`src/rtl/fpcmp_pkg.sv`:
```
package fpcmp_pkg;
  localparam int unsigned SP_EXP_W = 8;
  localparam int unsigned SP_MAN_W = 23;
  localparam int unsigned DP_EXP_W = 11;
  localparam int unsigned DP_MAN_W = 52;
  localparam int unsigned CODE_W   = 4;
  // predicate code bit positions: decoded by the predicate stage
  localparam int unsigned PB_UNORD = 0;
  localparam int unsigned PB_EQ    = 1;
  localparam int unsigned PB_LT    = 2;
  localparam int unsigned PB_SIG   = 3;

  typedef struct packed {
    logic unord;
    logic eq;
    logic lt;
  } rel_t;
endpackage

```
`src/rtl/fpcmp_classify.sv`:
```
module fpcmp_classify #(
  parameter int unsigned EXP_W = 8,
  parameter int unsigned MAN_W = 23,
  localparam int unsigned W    = 1 + EXP_W + MAN_W,
  localparam int unsigned MAG_W = EXP_W + MAN_W
) (
  input  logic [W-1:0]     word_i,
  output logic             sign_o,
  output logic [MAG_W-1:0] mag_o,
  output logic             nan_o,
  output logic             qnan_o
);
  logic [EXP_W-1:0] exp_f;
  logic [MAN_W-1:0] man_f;

  always_comb begin
    sign_o = word_i[W-1];
    mag_o  = word_i[MAG_W-1:0];
    exp_f  = word_i[MAG_W-1:MAN_W];
    man_f  = word_i[MAN_W-1:0];
    nan_o  = (&exp_f) && (|man_f);
    qnan_o = nan_o && man_f[MAN_W-1];
  end
endmodule

```
`src/rtl/fpcmp_order.sv`:
```
module fpcmp_order #(
  parameter int unsigned MAG_W = 63
) (
  input  logic             sign_a_i,
  input  logic [MAG_W-1:0] mag_a_i,
  input  logic             sign_b_i,
  input  logic [MAG_W-1:0] mag_b_i,
  output logic             eq_o,
  output logic             lt_o
);
  logic both_zero;
  logic mag_lt, mag_gt;

  always_comb begin
    both_zero = (mag_a_i == '0) && (mag_b_i == '0);
    mag_lt    = mag_a_i < mag_b_i;
    mag_gt    = mag_a_i > mag_b_i;
    eq_o      = both_zero || ((sign_a_i == sign_b_i) && (mag_a_i == mag_b_i));
    if (both_zero)
      lt_o = 1'b0;
    else if (sign_a_i != sign_b_i)
      lt_o = sign_a_i;
    else if (sign_a_i)
      lt_o = mag_gt;
    else
      lt_o = mag_lt;
  end
endmodule

```
`src/rtl/fpcmp_predicate.sv`:
```
module fpcmp_predicate
  import fpcmp_pkg::*;
(
  input  logic [CODE_W-1:0] code_i,
  input  rel_t              rel_i,
  input  logic              any_nan_i,
  input  logic              any_qnan_i,
  output logic              hit_o,
  output logic              raise_o
);
  logic ordered_hit;

  always_comb begin
    ordered_hit = (code_i[PB_EQ] && rel_i.eq) || (code_i[PB_LT] && rel_i.lt);
    hit_o       = (code_i[PB_UNORD] && rel_i.unord) || (!rel_i.unord && ordered_hit);
    raise_o     = code_i[PB_SIG] ? any_nan_i : any_qnan_i;
  end
endmodule

```
`src/rtl/fpcmp_cond_unit.sv`:
```
module fpcmp_cond_unit
  import fpcmp_pkg::*;
#(
  parameter int unsigned S_EXP_W = SP_EXP_W,
  parameter int unsigned S_MAN_W = SP_MAN_W,
  parameter int unsigned D_EXP_W = DP_EXP_W,
  parameter int unsigned D_MAN_W = DP_MAN_W,
  localparam int unsigned WORD_W = 1 + D_EXP_W + D_MAN_W,
  localparam int unsigned S_W    = 1 + S_EXP_W + S_MAN_W,
  localparam int unsigned MAG_W  = D_EXP_W + D_MAN_W,
  localparam int unsigned S_MAG_W = S_EXP_W + S_MAN_W
) (
  input  logic              clk,
  input  logic              rst_n,
  input  logic              start_i,
  input  logic              dbl_i,
  input  logic [WORD_W-1:0] opa_i,
  input  logic [WORD_W-1:0] opb_i,
  input  logic [CODE_W-1:0] cond_i,
  input  logic              trap_en_i,
  output logic              cond_flag_o,
  output logic              invalid_o,
  output logic              exc_req_o,
  output logic              inv_sticky_o
);
  logic [WORD_W-1:0] opnd [2];
  logic              sgn  [2];
  logic [MAG_W-1:0]  mag  [2];
  logic              nan  [2];
  logic              qnan [2];

  assign opnd[0] = opa_i;
  assign opnd[1] = opb_i;

  for (genvar g = 0; g < 2; g++) begin : g_op
    logic               s_sgn, s_nan, s_qnan, d_sgn, d_nan, d_qnan;
    logic [S_MAG_W-1:0] s_mag;
    logic [MAG_W-1:0]   d_mag;

    fpcmp_classify #(.EXP_W(S_EXP_W), .MAN_W(S_MAN_W)) u_sp (
      .word_i(opnd[g][S_W-1:0]), .sign_o(s_sgn), .mag_o(s_mag),
      .nan_o(s_nan), .qnan_o(s_qnan));
    fpcmp_classify #(.EXP_W(D_EXP_W), .MAN_W(D_MAN_W)) u_dp (
      .word_i(opnd[g]), .sign_o(d_sgn), .mag_o(d_mag),
      .nan_o(d_nan), .qnan_o(d_qnan));

    always_comb begin
      sgn[g]  = dbl_i ? d_sgn  : s_sgn;
      mag[g]  = dbl_i ? d_mag  : {{(MAG_W - S_MAG_W){1'b0}}, s_mag};
      nan[g]  = dbl_i ? d_nan  : s_nan;
      qnan[g] = dbl_i ? d_qnan : s_qnan;
    end
  end

  rel_t rel;
  logic eq_w, lt_w, hit, raise;

  fpcmp_order #(.MAG_W(MAG_W)) u_order (
    .sign_a_i(sgn[0]), .mag_a_i(mag[0]),
    .sign_b_i(sgn[1]), .mag_b_i(mag[1]),
    .eq_o(eq_w), .lt_o(lt_w));

  always_comb begin
    rel.unord = nan[0] || nan[1];
    rel.eq    = eq_w;
    rel.lt    = lt_w;
  end

  fpcmp_predicate u_pred (
    .code_i(cond_i), .rel_i(rel),
    .any_nan_i(nan[0] || nan[1]), .any_qnan_i(qnan[0] || qnan[1]),
    .hit_o(hit), .raise_o(raise));

  logic trapped;
  assign trapped = raise && trap_en_i;

  always_ff @(posedge clk or negedge rst_n) begin
    if (!rst_n) begin
      cond_flag_o  <= 1'b0;
      invalid_o    <= 1'b0;
      exc_req_o    <= 1'b0;
      inv_sticky_o <= 1'b0;
    end else begin
      invalid_o <= start_i && raise;
      exc_req_o <= start_i && trapped;
      if (start_i && !trapped)
        cond_flag_o <= hit;
      if (start_i && raise && !trap_en_i)
        inv_sticky_o <= 1'b1;
    end
  end
endmodule

```
`config.mk`:
```
export PLATFORM = sky130hd
export DESIGN_NAME = fpcmp_cond_unit
export DESIGN_NICKNAME = d
export VERILOG_FILES = /design/src/rtl/fpcmp_pkg.sv /design/src/rtl/fpcmp_classify.sv /design/src/rtl/fpcmp_order.sv /design/src/rtl/fpcmp_predicate.sv /design/src/rtl/fpcmp_cond_unit.sv
export SDC_FILE = /design/constraint.sdc
export NUM_CORES = 1
export LEC_CHECK = 0
export ABC_AREA = 1
export ABC_CLOCK_PERIOD_IN_PS = 800
export BUFFER_PORTS_ARGS = -buffer_cell sky130_fd_sc_hd__buf_2
export CORE_MARGIN = 2
export CORE_UTILIZATION = 40
export DETAILED_ROUTE_END_ITERATION = 10
export PLACE_DENSITY_LB_ADDON = 0.25
export SKIP_CTS_REPAIR_TIMING = 1
export SLEW_MARGIN = 20
export SYNTH_ARGS = -nofsm -noshare
export SYNTH_HDL_FRONTEND = slang
export SYNTH_SLANG_ARGS = --single-unit
```
`constraint.sdc`:
```
create_clock -name clk -period 0.8 [get_ports clk]
set_input_delay 0.04 -clock clk [delete_from_list [all_inputs] [get_ports clk]]
set_output_delay 0.04 -clock clk [all_outputs]
set_load 0.1 [all_outputs]
```
==> flow_summary.toml, run 1 <==
[route]
wl_per_cell_um = 13.0
dr.pass1.iters = 5
drc = 0
drt-vias-per-instance = 4.92
wl_um = 12100
drt-initial-drc-count = 180
drtAntennaViolNets = 0
vias = 4592

[floorplanning]
io_pins = 141
start_util = 0.407
die_h_um = 92.0
core_region_area_mm2 = 0.00761
fp.dieW_um = 92.0
rows = 32
die_area_mm2 = 0.00845

[power]
power_density_mw_per_mm2 = 621
vdd_drop_max_uv = 400
p_leak_uw = 0.00315

[global_route]
grt.overflow.total = 0
grt_max_degree = 24
grt_pass1_vias = 4130
track_usage = 0.232
grt_pass1_wl_um = 16700
antenna_found_initial = 0

[placement]
port_buffers = 140
dpl-instance-area_mm2 = 0.00457
gp_congestion = 0.918
dp_hpwl_um = 8870

[timing]
finalCriticalPeriod_ns = 1.79
fin_ws_ns = -0.994
worst_pin_slew_ns = 0.373
fin_crit_sh = 2.24
rsz0062_at_grt = "true"
finalSetupViolCount = 8
fmax_mhz = 557
finClkSkew_ns = 0
drv_slew = 0
hold_viol = 0
max_slew_margin = 0.749

[final_layout]
postLayoutCoreUtil = 0.721
mostFrequentLayoutCell = "nand2_1"
fillers = 638
final_cell_mix = "nand2_1, buf_2, inv_1"
diodes = 0
drive_gt1_frac = 0.430
design_area_mm2 = 0.00549
syn_to_final_growth_pct = 77.4
nets = 1033

[synthesis]
synth_nets = 803
synth_seq_cells = 4
netlist_instances = 603
yosysSeqAreaShare = 0.0323
yosysWarnings = 0
yosysUniqueCellTypes = 22
syn_area_mm2 = 0.00309
yosys-top-cells-area = "nand2_1, ha_1, nor2_1"
postSynthAreaPerCell_um2 = 5.13
synth_top_area_share = 0.283
yosysTopAreaCell = "nand2_1"

[critical_path]
start_kind = "primary input"
worstReg2RegStart = "inv_sticky_o$_DFFE_PN0P_"
critical_path_class = "in2reg"
crit_path_end_kind = "register"
worstPathArrival_ns = 1.94
reg2regPathDepth = 1
timing.rr.end = "inv_sticky_o$_DFFE_PN0P_"
cp_data_required_time_ns = 0.95
r2r_setup_slack_ns = 0.10
critical_path_peak_fanout = 6
crit_path_end = "cond_flag_o$_DFFE_PN0P_"
crit_start = "dbl_i"

[clocking]
cts_root_buf = "clkbuf_8"
cts.path.max_buffers = 2
h-tree-depth = 1
cts_buffers = 3
clock_latency_ns = 0.22
clkTransAtPathRegs_ns = 0.03
clock-sinks = 4
cts_tree = "yes"

[run]
cap_viol_max_count = 0

[run_status]
violations = "negative setup slack"
status = "finished with violations"

[hold_path]
hold_class = "in2reg"
[worst max-delay path: stages]
cell and delay (ns):
clkbuf_16 0.14, buf_8 0.13, nand2_2 0.06, inv_2 0.05, ha_4 0.27, nand2_2 0.05, nor2_2 0.14, nand3_2 0.10
nor3_4 0.21, inv_2 0.06, nor2_4 0.15, buf_6 0.12, nand3_1 0.08, nand2_1 0.09, a21oi_1 0.07, nand2_1 0.06
nand2_1 0.04, nand2_1 0.06
[where the power goes]
part           total, µW  switching [µW]  internal (µW)
logic               2740            1440           1310
registers            235            15.0            220
clock network        430             108            321
total               3410            1560           1850
[cells by family after synthesis]
kind of cell    Yosys count  synth area share
compound gates           38            0.0655
fa+ha+maj                63             0.255
buf+inv                 108             0.140
simple gates            388             0.501
xor+xnor                  1           0.00283
mux                       1           0.00324
flops                     4            0.0324
[through the flow]
| step | worst slack [ns] | hold WS [ns] | std cells | TNS [ns] | total power [µW] |
|---|---|---|---|---|---|
| 2_1_floorplan | -0.913 | -0.256 | 603 | -1.78 | 1360 |
| 3_3_place_gp | -1.16 | -0.154 | 916 | -3.44 | 2310 |
| 3_5_place_dp | -1.22 | -0.144 | 916 | -3.53 | 2370 |
| 4_1_cts | -1.00 | -0.374 | 919 | -2.80 | 2820 |
| 5_1_grt | -1.15 | 0.0601 | 933 | -2.93 | 3730 |
| 6_report | -0.994 | 0.0419 | 933 | -2.44 | 3410 |
[metal layers]
layer	track usage	share of wire	up-vias
li1	-	-	2344
met1	0.289	0.40	2034
met2	0.456	0.52	188
met3	0.00740	0.059	26
met4	0.0162	0.020	0
met5	0	0	-
[cells in the mapped netlist, drive strengths merged]
library cell,n
o21bai,1
a21o,4
a21oi,25
nor2,100
nand3,22
and2,2
xor2,1
buf,8
ha,63
dfrtp,4
o21ai,8
mux2i,1
nor3,16
nand2,233
inv,100
nand4,15
[worst min-delay path by stage]
stage	startpoint	endpoint	cells after the start
after global routing	trap_en_i	inv_sticky_o$_DFFE_PN0P_	2
after detailed placement	rst_n	invalid_o$_DFF_PN0_	1
final	trap_en_i	inv_sticky_o$_DFFE_PN0P_	2
after global placement	rst_n	invalid_o$_DFF_PN0_	1
after CTS	rst_n	exc_req_o$_DFF_PN0_	1
after floorplan	rst_n	cond_flag_o$_DFFE_PN0P_	0
[layout make-up]
cell class	instances	area, µm²	share of cell area
well taps	102	128	0.0233
multi-input cells	491	3160	0.576
inverters	100	378	0.0689
clock buffers	3	41.3	0.00752
flip-flops and latches	4	105	0.0192
repair buffers	233	1670	0.305
[registers in the layout, indices dropped and copies added (netlist names)]
name          count
exc_req_o         1
cond_flag_o       1
invalid_o         1
inv_sticky_o      1
(Power assumes the default switching activity.)
==> run 2, diff against run 1 <==
- CORE_MARGIN: 2 -> not set
- TNS_END_PERCENT: not set -> 10
==> run 2 against run 1 <==
  * The run still ends with negative setup slack left
  * Sequential share of layout area about the same
  * Critical path type unchanged
  * Worst setup slack better by 0.13 ns
  * Count of clock-buffer cells in the layout unchanged
  * Routed wire length fell by 9.5%
  * Clock power decreased by 0.9%
  * Utilization decreased by 1.8 points
  * Via count is 2.5% lower
  * Register-to-register slack better by 0.02 ns
  * Critical endpoint unchanged
  * Critical path depth is the same
==> flow_summary.toml, run 2 (synthesis gave the netlist of run 1 again) <==
[hold_path]
min_to = "inv_sticky_o$_DFFE_PN0P_"
hold_class = "in2reg"
min_path_cells = 2
hold_start = "trap_en_i"

[route]
drt-vias-per-instance = 4.84
drt-initial-drc-count = 137
dr.pass1.iters = 4
wl_per_cell_um = 11.9
wl_um = 11000
drc = 0
vias = 4479
drtAntennaViolNets = 0

[power]
vdd_drop_max_uv = 395
p_total_uw = 3210
p_leak_uw = 0.00306
power_density_mw_per_mm2 = 619

[critical_path]
worstReg2RegStart = "inv_sticky_o$_DFFE_PN0P_"
reg2regPathDepth = 1
crit_chain = "buf_16, clkbuf_16, nand2_1, inv_1, ha_1, a21o_1, nor2_1, nand2_1, nand2_1, nand2_1, a21oi_2, nand2_2, nand2_1, nand2_1, nand2_1, nand2_1, nand2_1, nand2_1"
worst_path_most_repeated_cell = "nand2_1"
critical_path_peak_fanout = 6
start_kind = "primary input"
timing.rr.end = "inv_sticky_o$_DFFE_PN0P_"
cpMaxStageDelayCell = "ha_1"
r2r_setup_slack_ns = 0.12
worstPathArrival_ns = 1.77
cpPeakStageDelay_ns = 0.30
cp_data_required_time_ns = 0.91
critical_path_class = "in2reg"
crit_path_end_kind = "register"

[timing]
fin_ws_ns = -0.866
tns_ns = -2.28
drv_slew = 0
rsz0062_at_grt = "true"
fin_crit_sh = 2.08
hold_viol = 0
worst_pin_slew_ns = 0.276
finalSetupViolCount = 8
finClkSkew_ns = 0
finalCriticalPeriod_ns = 1.67
max_slew_margin = 0.815
fmax_mhz = 600

[global_route]
antenna_found_initial = 0
grt_util_met2 = 0.481
grt.overflow.total = 0
grt_pass1_wl_um = 17300
grt_pass1_vias = 4332
grtUsageMet1 = 0.298
grt_busiest_layer = "met2"
track_usage = 0.250
use_met3 = 0.0161
grt_max_degree = 31

[final_layout]
design_area_mm2 = 0.00518
postLayoutCoreUtil = 0.703
mostFrequentLayoutCell = "nand2_1"
final_cell_mix = "nand2_1, buf_2, nor2_1"
drive_gt1_frac = 0.371
diodes = 0
syn_to_final_growth_pct = 67.5
nets = 1029

[floorplanning]
core_region_area_mm2 = 0.00737
io_pins = 141
start_util = 0.420
die_h_um = 90.0
fp.dieW_um = 90.0
die_area_mm2 = 0.00809
rows = 31

[placement]
dpl-instance-area_mm2 = 0.00456
dp_hpwl_um = 8910
port_buffers = 140
gp_congestion = 0.891

[clocking]
cts.path.max_buffers = 2
clkTransAtPathRegs_ns = 0.03
cts_tree = "yes"
cts_root_buf = "clkbuf_8"
cts_buffers = 3
h-tree-depth = 1
clock-sinks = 4
clock_latency_ns = 0.22

[run_status]
violations = "negative setup slack"
status = "finished with violations"

[run]
cap_viol_max_count = 0
==> run 2: cell types whose count changed in the layout (fill, tap and decap cells not counted), sizes merged <==
cell,change
buf,-3
clkbuf,-1
==> run 2: power breakdown <==
part / internal [µW] / switching, µW
combinational: 1240 / 1320
clock: 321 / 106
sequential: 217 / 14.5
total: 1770 / 1440
==> run 2: worst max-delay path by stage <==
stage | end | from | cells past startpoint
3_3_place_gp | cond_flag_o$_DFFE_PN0P_ | dbl_i | 18
4_1_cts | cond_flag_o$_DFFE_PN0P_ | dbl_i | 17
2_1_floorplan | cond_flag_o$_DFFE_PN0P_ | dbl_i | 18
3_5_place_dp | cond_flag_o$_DFFE_PN0P_ | dbl_i | 17
5_1_grt | cond_flag_o$_DFFE_PN0P_ | dbl_i | 19
6_report | cond_flag_o$_DFFE_PN0P_ | dbl_i | 18
==> run 2: per-layer routing <==
metal | share of wire | vias up
met3 | 0.049 | 24
met2 | 0.50 | 143
li1 | - | 2337
met5 | 0 | -
met1 | 0.43 | 1975
met4 | 0.024 | 0
==> run 2: worst max-delay path: cells and delay by family <==
family	cells	cell delay [ns]
and+or+nand+nor	12	0.77
AOI/OAI and AO/OA	2	0.33
buffers and inverters	3	0.32
adders and majority gates	1	0.30
==> run 2: metrics by stage <==
step	hold slack, ns	setup WS [ns]	std cells
floorplan	-0.256	-0.925	603
global placement	-0.153	-1.10	914
detailed placement	-0.152	-1.16	914
CTS	-0.380	-0.929	917
global route	0.0378	-1.02	926
finish	0.0285	-0.866	926
==> run 2: layout make-up <==
class                      instances  area (µm²)
multi-input combinational        491        2950
clock buffer                       3        41.3
inverter                         100         378
fill                             681        2190
sequential                         4         100
timing repair buffer             229        1590
tap                               99         124
==> run 3, diff against run 2 <==
- ABC_CLOCK_PERIOD_IN_PS: 800 -> 1770
- clock period: 0.8 -> 1.77 ns (I/O delays scaled with it)
==> run 3 against run 2 <==
  * The run still ends with negative setup slack left
  * Final area is 8.6% lower
  * Hold slack better by 0.054 ns
  * Worst setup slack better by 0.86 ns
  * Clock power decreased by 54%
  * Via count shrank 3.1%
  * Global-route usage is 2.3 points lower
  * Clock skew unchanged
  * Combinational power down 58%
  * Critical path depth is the same
  * Sequential power fell by 56%
  * Critical path type unchanged
==> flow_summary.toml, run 3 (synthesis gave the netlist of run 1 again) <==
[clocking]
clkTransAtPathRegs_ns = 0.03
clock_latency_ns = 0.22
cts_root_buf = "clkbuf_8"
cts_tree = "yes"
cts.path.max_buffers = 2
h-tree-depth = 1
cts_buffers = 3
clock-sinks = 4

[placement]
dpl-instance-area_mm2 = 0.00413
gp_congestion = 0.871
dp_worst_setup_slack_ns = -0.302
dp_hpwl_um = 8370
port_buffers = 140

[timing]
max_slew_margin = 0.678
fmax_mhz = 563
rsz0062_at_grt = "true"
finClkSkew_ns = 0
hold_viol = 0
finalSetupViolCount = 1
fin_crit_sh = 1.00
worst_pin_slew_ns = 0.486
drv_slew = 0
fin_ws_ns = -0.00665
finalCriticalPeriod_ns = 1.78

[route]
wl_per_cell_um = 12.3
dr.pass1.iters = 4
wl_um = 10800
drtAntennaViolNets = 0
drt-initial-drc-count = 144
vias = 4342
drc = 0
drt-vias-per-instance = 4.95

[floorplanning]
rows = 31
io_pins = 141
die_h_um = 90.0
fp.dieW_um = 90.0
start_util = 0.420
core_region_area_mm2 = 0.00737
die_area_mm2 = 0.00809

[final_layout]
mostFrequentLayoutCell = "nand2_1"
diodes = 0
syn_to_final_growth_pct = 53.1
drive_gt1_frac = 0.321
final_cell_mix = "nand2_1, buf_2, nor2_1"
postLayoutCoreUtil = 0.643
nets = 981
design_area_mm2 = 0.00474

[critical_path]
crit_path_end_kind = "register"
critical_path_class = "in2reg"
cp_data_required_time_ns = 1.88
critical_path_peak_fanout = 5
worstPathArrival_ns = 1.89
start_kind = "primary input"

[run]
cap_viol_max_count = 0

[global_route]
grt_max_degree = 35
antenna_found_initial = 0
grt_pass1_vias = 3882
grt.overflow.total = 0
grt_pass1_wl_um = 15500
track_usage = 0.227

[run_status]
violations = "negative setup slack"
status = "finished with violations"

[power]
vdd_drop_max_uv = 162
power_density_mw_per_mm2 = 288
p_leak_uw = 0.00282

[hold_path]
hold_class = "in2reg"
## run 3: changes by cell type in the layout (fill, tap and decap cells not counted), sizes merged
cell	previous run	this run
buf	223	174
clkbuf	8	9
## run 3: worst max-delay path: stages
cell       delay, ns
clkbuf_16       0.15
buf_12          0.14
nand2_4         0.06
inv_4           0.04
ha_4            0.28
nand2_4         0.06
nor2_4          0.14
nand3_2         0.11
nor3_4          0.20
inv_2           0.06
nor2_4          0.13
nand2_2         0.07
nand2_2         0.08
a21oi_2         0.05
nand2_1         0.08
nand2_1         0.05
nand2_1         0.05
nand2_1         0.04
## run 3: layout make-up
type	count	area, µm²
timing repair buffer	181	1170
fill	710	2630
tap	99	124
inverter	100	378
sequential	4	100
multi-input combinational	491	2920
clock buffer	3	41.3
## run 3: per-layer routing
metal / part of all wire / track usage / wire (µm)
met3: 0.051 / 0.0118 / 548
met2: 0.50 / 0.430 / 5330
met4: 0.029 / 0.0551 / 312
met1: 0.42 / 0.277 / 4580
met5: 0 / 0 / 0
## run 3: worst paths after layout
| kind | cells past startpoint | slack (ns) | start | endpoint |
|---|---|---|---|---|
| worst max register to register | 1 | 1.14 | inv_sticky_o$_DFFE_PN0P_ | inv_sticky_o$_DFFE_PN0P_ |
| worst max-delay path | 18 | -0.007 | dbl_i | cond_flag_o$_DFFE_PN0P_ |
| max in group asynchronous | 2 | 1.44 | rst_n | exc_req_o$_DFF_PN0_ |
| min in group asynchronous | 2 | 0.20 | rst_n | inv_sticky_o$_DFFE_PN0P_ |
| worst min register to register | 1 | 0.48 | inv_sticky_o$_DFFE_PN0P_ | inv_sticky_o$_DFFE_PN0P_ |
| worst min-delay path | 2 | 0.08 | trap_en_i | inv_sticky_o$_DFFE_PN0P_ |
## run 3: through the flow
| step | power (µW) | setup TNS [ns] | hold slack [ns] | std cells |
|---|---|---|---|---|
| after floorplan | 613 | -0.00395 | -0.207 | 603 |
| after global placement | 952 | -0.217 | -0.107 | 865 |
| after detailed placement | 971 | -0.302 | -0.0997 | 865 |
| after CTS | 1170 | -0.0827 | -0.328 | 868 |
| after global routing | 1490 | -0.110 | 0.0956 | 878 |
| final | 1370 | -0.00665 | 0.0822 | 878 |
## run 3: power breakdown
group | switching (µW) | total [µW] | internal, µW
registers | 3.77 | 102 | 98.2
logic | 589 | 1060 | 476
clock network | 52.9 | 198 | 145
total | 646 | 1370 | 719
